**config.mk**
```make
export PLATFORM = sky130hd
export DESIGN_NAME = fft_engine
export DESIGN_NICKNAME = d
export VERILOG_FILES = /design/src/rtl/fft_pkg.sv /design/src/rtl/fft_addr_gen.sv /design/src/rtl/fft_twiddle_rom.sv /design/src/rtl/fft_butterfly.sv /design/src/rtl/fft_engine.sv
export SDC_FILE = /design/constraint.sdc
export NUM_CORES = 2
export LEC_CHECK = 0
export BUFFER_PORTS_ARGS = -buffer_cell sky130_fd_sc_hd__buf_4
export CORE_MARGIN = 2
export CORE_UTILIZATION = 40
export CTS_CLUSTER_DIAMETER = 80
export CTS_CLUSTER_SIZE = 25
export DETAILED_ROUTE_END_ITERATION = 10
export MAX_ROUTING_LAYER = met4
export PLACE_DENSITY = 0.57
export SLEW_MARGIN = 0
export SYNTH_ARGS = -nofsm -noshare
export SYNTH_HDL_FRONTEND = slang
export SYNTH_SLANG_ARGS = --single-unit
```
**constraint.sdc**
```tcl
create_clock -name clk -period 18.3 [get_ports clk]
set_clock_uncertainty 0.15 [all_clocks]
set_input_delay 3.66 -clock clk [delete_from_list [all_inputs] [get_ports clk]]
set_output_delay 3.66 -clock clk [all_outputs]
set_load 0.005 [all_outputs]
```
**src/rtl/fft_pkg.sv**
```systemverilog
package fft_pkg;

    typedef enum logic {
        PH_TOP = 1'b0,
        PH_BOT = 1'b1
    } phase_e;

    // Reverse the low nb bits of v.
    function automatic logic [31:0] bit_reverse(input logic [31:0] v, input int nb);
        logic [31:0] r;
        r = '0;
        for (int j = 0; j < nb; j++) begin
            r[nb-1-j] = v[j];
        end
        return r;
    endfunction

    // Twiddle coefficient for index k of an n-point transform, w-bit signed,
    // scaled by 2^(w-1)-1 and rounded half away from zero.
    function automatic int twiddle_coef(input int k, input int n, input int w, input bit imag_part);
        real ang;
        real scale;
        real v;
        ang   = 6.283185307179586 * real'(k) / real'(n);
        scale = real'((1 << (w - 1)) - 1);
        v     = imag_part ? -$sin(ang) * scale : $cos(ang) * scale;
        return (v >= 0.0) ? $rtoi(v + 0.5) : -$rtoi(0.5 - v);
    endfunction

endpackage

```
**src/rtl/fft_addr_gen.sv**
```systemverilog
module fft_addr_gen #(
    parameter int LOG = 4,
    parameter int SW  = 2
) (
    input  logic [LOG+SW-1:0] slot,
    output fft_pkg::phase_e   phase,
    output logic [LOG-1:0]    top_phys,
    output logic [LOG-1:0]    bot_phys,
    output logic [LOG-2:0]    tw_idx
);
    logic [SW-1:0]  stage;
    logic [LOG-1:0] bfly;
    logic [LOG-1:0] low_mask;
    logic [LOG-1:0] top_log;
    logic [LOG-1:0] bot_log;

    assign phase = fft_pkg::phase_e'(slot[0]);
    assign stage = slot[LOG+SW-1:LOG];
    assign bfly  = {1'b0, slot[LOG-1:1]};

    always_comb begin
        low_mask = (LOG'(1) << stage) - LOG'(1);
        // Insert a zero bit at position 'stage' into the butterfly number.
        top_log  = ((bfly & ~low_mask) << 1) | (bfly & low_mask);
        bot_log  = top_log | (LOG'(1) << stage);
        tw_idx   = (LOG-1)'((bfly & low_mask) << (LOG - 1 - int'(stage)));
        top_phys = LOG'(fft_pkg::bit_reverse(32'(top_log), LOG));
        bot_phys = LOG'(fft_pkg::bit_reverse(32'(bot_log), LOG));
    end
endmodule

```
**src/rtl/fft_twiddle_rom.sv**
```systemverilog
module fft_twiddle_rom #(
    parameter int N = 16,
    parameter int W = 16,
    parameter int LOG = $clog2(N)
) (
    input  logic [LOG-2:0]      idx,
    output logic signed [W-1:0] tw_re,
    output logic signed [W-1:0] tw_im
);
    localparam int HALF = N / 2;

    logic signed [W-1:0] rom_re [HALF];
    logic signed [W-1:0] rom_im [HALF];

    for (genvar k = 0; k < HALF; k++) begin : g_entry
        localparam int CRE = fft_pkg::twiddle_coef(k, N, W, 1'b0);
        localparam int CIM = fft_pkg::twiddle_coef(k, N, W, 1'b1);
        assign rom_re[k] = W'(CRE);
        assign rom_im[k] = W'(CIM);
    end

    assign tw_re = rom_re[idx];
    assign tw_im = rom_im[idx];
endmodule

```
**src/rtl/fft_butterfly.sv**
```systemverilog
module fft_butterfly #(
    parameter int W  = 16,
    parameter int AW = 4
) (
    input  logic                clk,
    input  logic                rst,
    input  logic                in_valid,
    input  fft_pkg::phase_e     in_phase,
    input  logic [AW-1:0]       in_top_addr,
    input  logic [AW-1:0]       in_bot_addr,
    input  logic signed [W-1:0] tw_re,
    input  logic signed [W-1:0] tw_im,
    input  logic [2*W-1:0]      rd_data,
    output logic                wr_en,
    output logic [AW-1:0]       wr_addr,
    output logic [2*W-1:0]      wr_data,
    output logic                ovf_evt
);
    typedef struct packed {
        logic signed [W-1:0] re;
        logic signed [W-1:0] im;
    } cplx_t;

    typedef struct packed {
        logic [AW-1:0] top;
        logic [AW-1:0] bot;
    } pair_t;

    localparam int PW = 2 * W;   // product width
    localparam int TW = W + 2;   // shifted product-sum width
    localparam int SW = W + 3;   // butterfly sum width

    function automatic logic out_of_range(input logic signed [SW-1:0] v);
        return v[SW-1:W-1] != {4{v[W-1]}};
    endfunction

    cplx_t rd;
    assign rd = cplx_t'(rd_data);

    // stage A: top element and twiddle
    cplx_t               a_q;
    pair_t               pair_a;
    logic signed [W-1:0] twr_q, twi_q;
    // stage 3: bottom element captured, first product pair in flight
    logic                v3;
    cplx_t               a3, b_q;
    pair_t               pair3;
    // shared multipliers
    logic signed [PW-1:0] mx, my, px_q, py_q;
    // stage 4: real part of product known
    logic                 v4;
    cplx_t                a4;
    pair_t                pair4;
    logic signed [TW-1:0] t_re_q;
    // stage 5: bottom result waiting for its write slot
    logic                 v5;
    logic [AW-1:0]        addr5;
    cplx_t                diff_q;

    // Two multipliers: real cross terms in the bottom-read cycle, imaginary next.
    always_comb begin
        if (v3) begin
            mx = twr_q * b_q.im;
            my = twi_q * b_q.re;
        end else begin
            mx = twr_q * rd.re;
            my = twi_q * rd.im;
        end
    end

    logic signed [PW:0]   diff_p, sum_p;
    logic signed [TW-1:0] t_im;
    logic signed [SW-1:0] s_re, s_im, d_re, d_im;

    always_comb begin
        diff_p = (PW+1)'(px_q) - (PW+1)'(py_q);
        sum_p  = (PW+1)'(px_q) + (PW+1)'(py_q);
        t_im   = TW'(sum_p >>> (W - 1));
        s_re   = SW'(a4.re) + SW'(t_re_q);
        s_im   = SW'(a4.im) + SW'(t_im);
        d_re   = SW'(a4.re) - SW'(t_re_q);
        d_im   = SW'(a4.im) - SW'(t_im);
    end

    always_ff @(posedge clk) begin
        if (rst) begin
            a_q     <= '0;
            pair_a  <= '0;
            twr_q   <= '0;
            twi_q   <= '0;
            v3      <= 1'b0;
            a3      <= '0;
            b_q     <= '0;
            pair3   <= '0;
            px_q    <= '0;
            py_q    <= '0;
            v4      <= 1'b0;
            a4      <= '0;
            pair4   <= '0;
            t_re_q  <= '0;
            v5      <= 1'b0;
            addr5   <= '0;
            diff_q  <= '0;
            wr_en   <= 1'b0;
            wr_addr <= '0;
            wr_data <= '0;
            ovf_evt <= 1'b0;
        end else begin
            if (in_valid && in_phase == fft_pkg::PH_TOP) begin
                a_q    <= rd;
                twr_q  <= tw_re;
                twi_q  <= tw_im;
                pair_a <= '{top: in_top_addr, bot: in_bot_addr};
            end
            v3 <= in_valid && in_phase == fft_pkg::PH_BOT;
            if (in_valid && in_phase == fft_pkg::PH_BOT) begin
                a3    <= a_q;
                b_q   <= rd;
                pair3 <= pair_a;
            end
            px_q <= mx;
            py_q <= my;
            v4   <= v3;
            if (v3) begin
                t_re_q <= TW'(diff_p >>> (W - 1));
                a4     <= a3;
                pair4  <= pair3;
            end
            v5      <= v4;
            ovf_evt <= v4 && (out_of_range(s_re) || out_of_range(s_im) ||
                              out_of_range(d_re) || out_of_range(d_im));
            if (v4) begin
                diff_q  <= '{re: W'(d_re), im: W'(d_im)};
                addr5   <= pair4.bot;
                wr_en   <= 1'b1;
                wr_addr <= pair4.top;
                wr_data <= {W'(s_re), W'(s_im)};
            end else if (v5) begin
                wr_en   <= 1'b1;
                wr_addr <= addr5;
                wr_data <= diff_q;
            end else begin
                wr_en   <= 1'b0;
            end
        end
    end
endmodule

```
**src/rtl/fft_engine.sv**
```systemverilog
module fft_engine #(
    parameter int N = 16,
    parameter int W = 16
) (
    input  logic                   clk,
    input  logic                   rst,
    input  logic                   start,
    output logic                   busy,
    output logic                   done,
    output logic                   ovf,
    output logic [$clog2(N)-1:0]   rd_addr,
    input  logic [2*W-1:0]         rd_data,
    output logic                   wr_en,
    output logic [$clog2(N)-1:0]   wr_addr,
    output logic [2*W-1:0]         wr_data
);
    localparam int LOG   = $clog2(N);
    localparam int SW    = (LOG > 1) ? $clog2(LOG) : 1;
    localparam int SLOTS = N * LOG;
    localparam int LAST  = SLOTS + 6;
    localparam int CW    = $clog2(SLOTS + 8) + 1;

    logic [CW-1:0]   cnt;
    logic            issue_v;
    fft_pkg::phase_e phase;
    logic [LOG-1:0]  top_phys, bot_phys;
    logic [LOG-2:0]  tw_idx;

    logic            d1_v;
    fft_pkg::phase_e d1_phase;
    logic [LOG-1:0]  d1_top, d1_bot;
    logic [LOG-2:0]  d1_tw;

    logic signed [W-1:0] tw_re, tw_im;
    logic                ovf_evt;

    assign issue_v = busy && (cnt < CW'(SLOTS));

    fft_addr_gen #(.LOG(LOG), .SW(SW)) u_addr (
        .slot     (cnt[LOG+SW-1:0]),
        .phase    (phase),
        .top_phys (top_phys),
        .bot_phys (bot_phys),
        .tw_idx   (tw_idx)
    );

    assign rd_addr = !issue_v ? '0 :
                     (phase == fft_pkg::PH_BOT) ? bot_phys : top_phys;

    always_ff @(posedge clk) begin
        if (rst) begin
            busy <= 1'b0;
            done <= 1'b0;
            ovf  <= 1'b0;
            cnt  <= '0;
        end else begin
            done <= 1'b0;
            if (!busy) begin
                if (start) begin
                    busy <= 1'b1;
                    ovf  <= 1'b0;
                    cnt  <= '0;
                end
            end else begin
                cnt <= cnt + CW'(1);
                if (ovf_evt) ovf <= 1'b1;
                if (cnt == CW'(LAST)) begin
                    busy <= 1'b0;
                    done <= 1'b1;
                end
            end
        end
    end

    always_ff @(posedge clk) begin
        if (rst) begin
            d1_v     <= 1'b0;
            d1_phase <= fft_pkg::PH_TOP;
            d1_top   <= '0;
            d1_bot   <= '0;
            d1_tw    <= '0;
        end else begin
            d1_v     <= issue_v;
            d1_phase <= phase;
            d1_top   <= top_phys;
            d1_bot   <= bot_phys;
            d1_tw    <= tw_idx;
        end
    end

    fft_twiddle_rom #(.N(N), .W(W), .LOG(LOG)) u_rom (
        .idx   (d1_tw),
        .tw_re (tw_re),
        .tw_im (tw_im)
    );

    fft_butterfly #(.W(W), .AW(LOG)) u_bfly (
        .clk         (clk),
        .rst         (rst),
        .in_valid    (d1_v),
        .in_phase    (d1_phase),
        .in_top_addr (d1_top),
        .in_bot_addr (d1_bot),
        .tw_re       (tw_re),
        .tw_im       (tw_im),
        .rd_data     (rd_data),
        .wr_en       (wr_en),
        .wr_addr     (wr_addr),
        .wr_data     (wr_data),
        .ovf_evt     (ovf_evt)
    );
endmodule

```
Word-level counts from Yosys, hierarchy flattened
Memories as Yosys holds them, arrays and structs flattened. A register that Yosys moved wholly into a read port is not among the register bits.
Index checks and enable logic that the tools add are counted.

cells by class
  bitwise logic cells = 8
  multiplexer cells = 19
  order comparisons = 1
  reductions and logical operators = 11
  $add $sub $neg = 9
  $mul = 4
  equal/unequal tests = 6
  shift operators = 2

operator list
  cell                                                                           number
  16-bit by 16-bit multiplier with 32-bit output                                 4
  32-bit 2-to-1 mux                                                              4
  16-bit by 18-bit adder with 19-bit output                                      2
  16-bit by 18-bit subtractor with 19-bit output                                 2
  32-bit by 32-bit adder with 33-bit output                                      1
  32-bit by 32-bit subtractor with 33-bit output                                 1
  4-bit by 32-bit << shifter with 3-bit output                                   1
  4-bit 2-to-1 mux                                                               4
  8-bit 2-to-1 mux                                                               2
  3-bit inequality test                                                          4
  1-bit 2-to-1 mux                                                               9
  8-bit by 1-bit adder with 8-bit output (second input constant)                 1
  8-bit by 7-bit == test with 1-bit output (second input constant)               1
  8-bit by 7-bit less-than comparator with 1-bit output (second input constant)  1
  4-bit bitwise OR                                                               2
  3-bit by 4-bit bitwise AND with 4-bit output                                   1
  1-bit logical AND                                                              4
  3-bit inverter with 4-bit output                                               1
  2-bit nonzero test                                                             2
  1-bit by 2-bit << shifter with 4-bit output (first input constant)             1
  4-bit by 2-bit subtractor with 4-bit output (second input constant)            1
  3-bit bitwise AND                                                              1
  1-bit logical OR                                                               3
  3-bit inverter                                                                 1
  5 further kinds                                                                6

word-level totals
  memory bits (read-only) = 256
  memories = 2
  register bits after elaboration = 335

memories
  name             words  bits a word  read ports  clocked after memory_dff  write ports  RTL line               source
  (no name shown)  8      16           1           1                         0            fft_twiddle_rom.sv:22  assign tw_re = rom_re[idx];
  (no name shown)  8      16           1           1                         0            fft_twiddle_rom.sv:23  assign tw_im = rom_im[idx];

Logic depth before layout (Yosys ltp)
  depth after elaboration = 8
  depth in mapped cells = 27
  mapped depth without buffers = 26

Hierarchy
A second synthesis with hierarchy kept.

unflattened totals
  cells, all modules = 6,594
  area total of the unflattened synthesis = 57,865.5 um2

modules (own cells, without submodules)
  module           cells each  area an instance (um2)  sequential area each (um2)  instances
  fft_butterfly    6,421       56,371.6                6,866.6                     1
  fft_engine       99          934.6                   480.5                       1
  fft_twiddle_rom  52          411.6                   0.0                         1
  fft_addr_gen     22          147.6                   0.0                         1

Worst setup path after synthesis
No wires, ideal clock.

  kind = in2reg
  from = input port rd_data[17]
  to = register u_bfly.px_q[26]
  cell stages on the path = 22
  arrival = 9,479 ps
  slack = 8,544 ps
  data required time = 18,023 ps
  path through = clkbuf_1 > nand2_1 > inv_1 > fa_1 > fa_1 > fa_1 > fa_1 > fa_1 > inv_1 > fa_1 > inv_1 > ha_1 > a21o_1 > a21o_1 > a21o_1 > a221o_1 > a31o_2 > a21oi_1 > o21ai_1 > xnor2_1 > nor3_1 > or3b_1

between the ends
  cells in the longest elaborated chain, start to end = 2

RTL lines
  element                                         RTL line              source
  from (decl)                                     fft_engine.sv:12      input logic [2*W-1:0] rd_data,
  16-bit by 16-bit multiplier with 32-bit output  fft_butterfly.sv:66   mx = twr_q * rd.re;
  32-bit 2-to-1 mux                               fft_butterfly.sv:62   if (v3) begin
  to (signal assigned)                            fft_butterfly.sv:121  px_q <= mx;
  to (decl)                                       fft_butterfly.sv:49   logic signed [PW-1:0] mx, my, px_q, py_q;

Every way passes these cells.
A chain may end at the register's enable or synchronous reset.

Worst setup path after layout
  from = input port rd_data[20]
  to = register u_bfly.px_q[30]

Same word-level chain as after synthesis.

==> metrics.yaml <==
status: "finished, final reports clean"
synthCells: 6240
clkSinkCount: 355
dpl_cell_area_sq_um: 57530
die_w_um: 376.3
synth_compound_area_frac: 0.09705
post-cts-setup-buffers: 0
r2r_cells: 19
max-vdd-ir-drop_uv: 72.62
ys_seq_area_frac: 0.1282
max_cap_violations: 0
total_power_w: 0.003832
cts_resized: 0
cts_max_level: 1
rr_startpoint: "u_bfly.twi_q[8]$_SDFFE_PP0P_"
synth-edff-count: 0
synth_top_family_by_area: "adder cells"
power.leakage_nw: 29.72
crit_family: "adder cells"
die-area_sq_um: 141600
wire_per_inst_um: 19.31
hold_viol_final: 0
crit_arrival_ns: 9.99
syn_area_sq_um: 55440
cts_hold_buffers: 0
slew_headroom: 0.3120
grt_start_max_net_pins: 77
die_y_um: 376.3
clock-root-buffer: "clkbuf_16"
powerDensity_nw_per_um2: 65.36
fmax_mhz: 103.7
numPortBuffers: 78
grtUsageTotal: 0.2290
gp_congestion: 0.9355
drtAntennaViolNets: 0
drive_gt1_frac: 0.03538
crit_buf_inv: 6
hold_depth: 2
rsz0062_at_grt: "no"
fin_setup_tns_ns: 0
async_reset_ff_frac: 0
path_depth: 25
insertion_delay_ns: 0.65
finalSetupViolCount: 0
final_nets: 7663
cts.reportedPaths.clkPinSlew_ns: 0.09
cts-buffers-inserted: 29
num_rows: 136
tritoncts: "yes"
required_ns: 18.65
critPathCaptureType: "flip-flop"
clock_path_buffers: 3
max_slew.worst_pin.slew_ns: 1.032
ys_warn_count: 0
layout_common_cells: "1348 x inv_1, 1004 x fa_1, 663 x nand2_1, 513 x ha_1, 348 x nor2_1"
yosys_most_used_dff: "dfxtp_1"
ys_seq_elements: 355
synthMuxAreaShare: 0.01783
startpoint_type: "input pin"
critPathLaunch: "rd_data[20]"
syn_nets: 7792
vias_per_cell: 5.061
hp-start: "u_bfly.a_q[10]$_SDFFE_PP0P_"
dp.cells: 7874
grt_pass1_wl_mm: 245.2
layout_commonest_cell: "inv_1"
slowest_delay_ns: 0.55
cp_max_fo: 13
finalInstanceArea_sq_um: 58620
drt-total-wl_mm: 153.2
synth-simple-area-share: 0.1310
hp-class: "flip-flop to flip-flop"
crit_top_cell: "fa_1"
first_global_vias: 41818
min_period_over_period: 0.5270
synth_xor_area_frac: 0.03760
syn_avg_cell_area_sq_um: 8.885
hpwl_mm: 124.6
synth_fa_ha_area_frac: 0.4783
synth_cell_type_count: 77
min_period_ns: 9.644
fin_cells: 7933
firstDrtPassIters: 6
crit_path_top_delay_cell: "a21boi_0"
hold_slack_ns: 0.2904
areaGrowthSynthToFinish_pct: 5.739
drt_iter0_drc: 2504
core_sq_um: 137500
post-route-drc-count: 0
critical_path_class: "input pin to flip-flop"
overflow: 0
finalMaxSlewViolations: 0
antenna_found_initial: 7
initial_utilization: 0.4032
vias: 40150
ios: 79
cells by family (layout without fill, tap and decap cells):
kind of cell               Yosys count  in the layout
AOI/OAI and AO/OA                  835            835
xor gates and xnor gates           238            238
adders and majority gates         1517           1517
buffers and inverters             1622           1516
DFF                                355            355
muxes                               98             98
other                                0              5
and+or+nand+nor                   1575           1575
worst reg2reg max path, delay by kind of cell, from the launching register on:
kind / cells / cell delay (ns)
flops: 1 / 0.93
xor+xnor: 1 / 0.50
simple gates: 4 / 0.62
fa+ha+maj: 7 / 3.46
buf+inv: 1 / 0.05
compound gates: 6 / 2.06
flip-flops by register name, summed over array words and instances, names as in the netlist, 8 cells and up:
signal and count:
u_bfly.px_q 32, u_bfly.pair4 8, u_bfly.wr_data 32, u_bfly.a4 32, u_bfly.a_q 32, u_bfly.twi_q 9
u_bfly.diff_q 32, u_bfly.b_q 32, u_bfly.py_q 32, u_bfly.twr_q 11, u_bfly.pair_a 8, cnt 8
u_bfly.t_re_q 18, u_bfly.a3 32, u_bfly.pair3 8
path summary, 6_finish.rpt:
path	end	slack, ns
worst max-delay path	u_bfly.px_q[30]$_SDFF_PP0_	8.66
worst min-delay path	u_bfly.a3[10]$_SDFFE_PP0P_	0.29
worst max register to register	u_bfly.py_q[28]$_SDFF_PP0_	10.32
worst min register to register	u_bfly.a3[10]$_SDFFE_PP0P_	0.29
layout make-up:
| type | count | area (sq um) |
|---|---|---|
| inverter | 1351 | 5071 |
| tap | 1794 | 2245 |
| timing repair buffer | 111 | 840.8 |
| clock inverter | 22 | 315.3 |
| clock buffer | 32 | 768.2 |
| multi-input combinational | 4263 | 42250 |
| fill | 13767 | 78870 |
| sequential | 355 | 7123 |
| antenna | 5 | 12.51 |
power breakdown:
part           total (W)  internal [W]  switching (W)
clock network   0.000719      0.000338       0.000381
logic            0.00220      0.000849        0.00135
registers       0.000911      0.000826      0.0000852
cell usage after synthesis (60+ instances only):
master / instances / area [sq um]
a21o_1: 88 / 660.6
a21oi_1: 340 / 1702
mux2i_1: 92 / 920.9
ha_1: 513 / 6419
fa_1: 1004 / 20100
inv_1: 1348 / 5060
dfxtp_1: 355 / 7107
xor2_1: 60 / 525.5
a211oi_1: 88 / 660.6
clkbuf_1: 251 / 942.2
nand2_1: 664 / 2492
and2_1: 300 / 1877
xnor2_1: 178 / 1559
nor2_1: 348 / 1306
o21ai_0: 76 / 380.4
per-stage QoR:
stage	setup slack, ns	utilization
2_1_floorplan	8.544	-
3_3_place_gp	8.066	0.4184
6_report	8.656	0.4264
3_5_place_dp	8.028	0.4184
5_1_grt	8.334	0.4263
4_1_cts	8.700	0.4263
routing by layer:
metal | track usage | vias to the layer above | routed length, um
met3 | 0.02460 | 138 | 7429
met5 | - | - | 0
li1 | - | 18917 | -
met4 | 0.05004 | 0 | 4123
met2 | 0.3707 | 878 | 72320
met1 | 0.3107 | 20217 | 69320
Note: power is estimated with default switching activity, not from simulation.
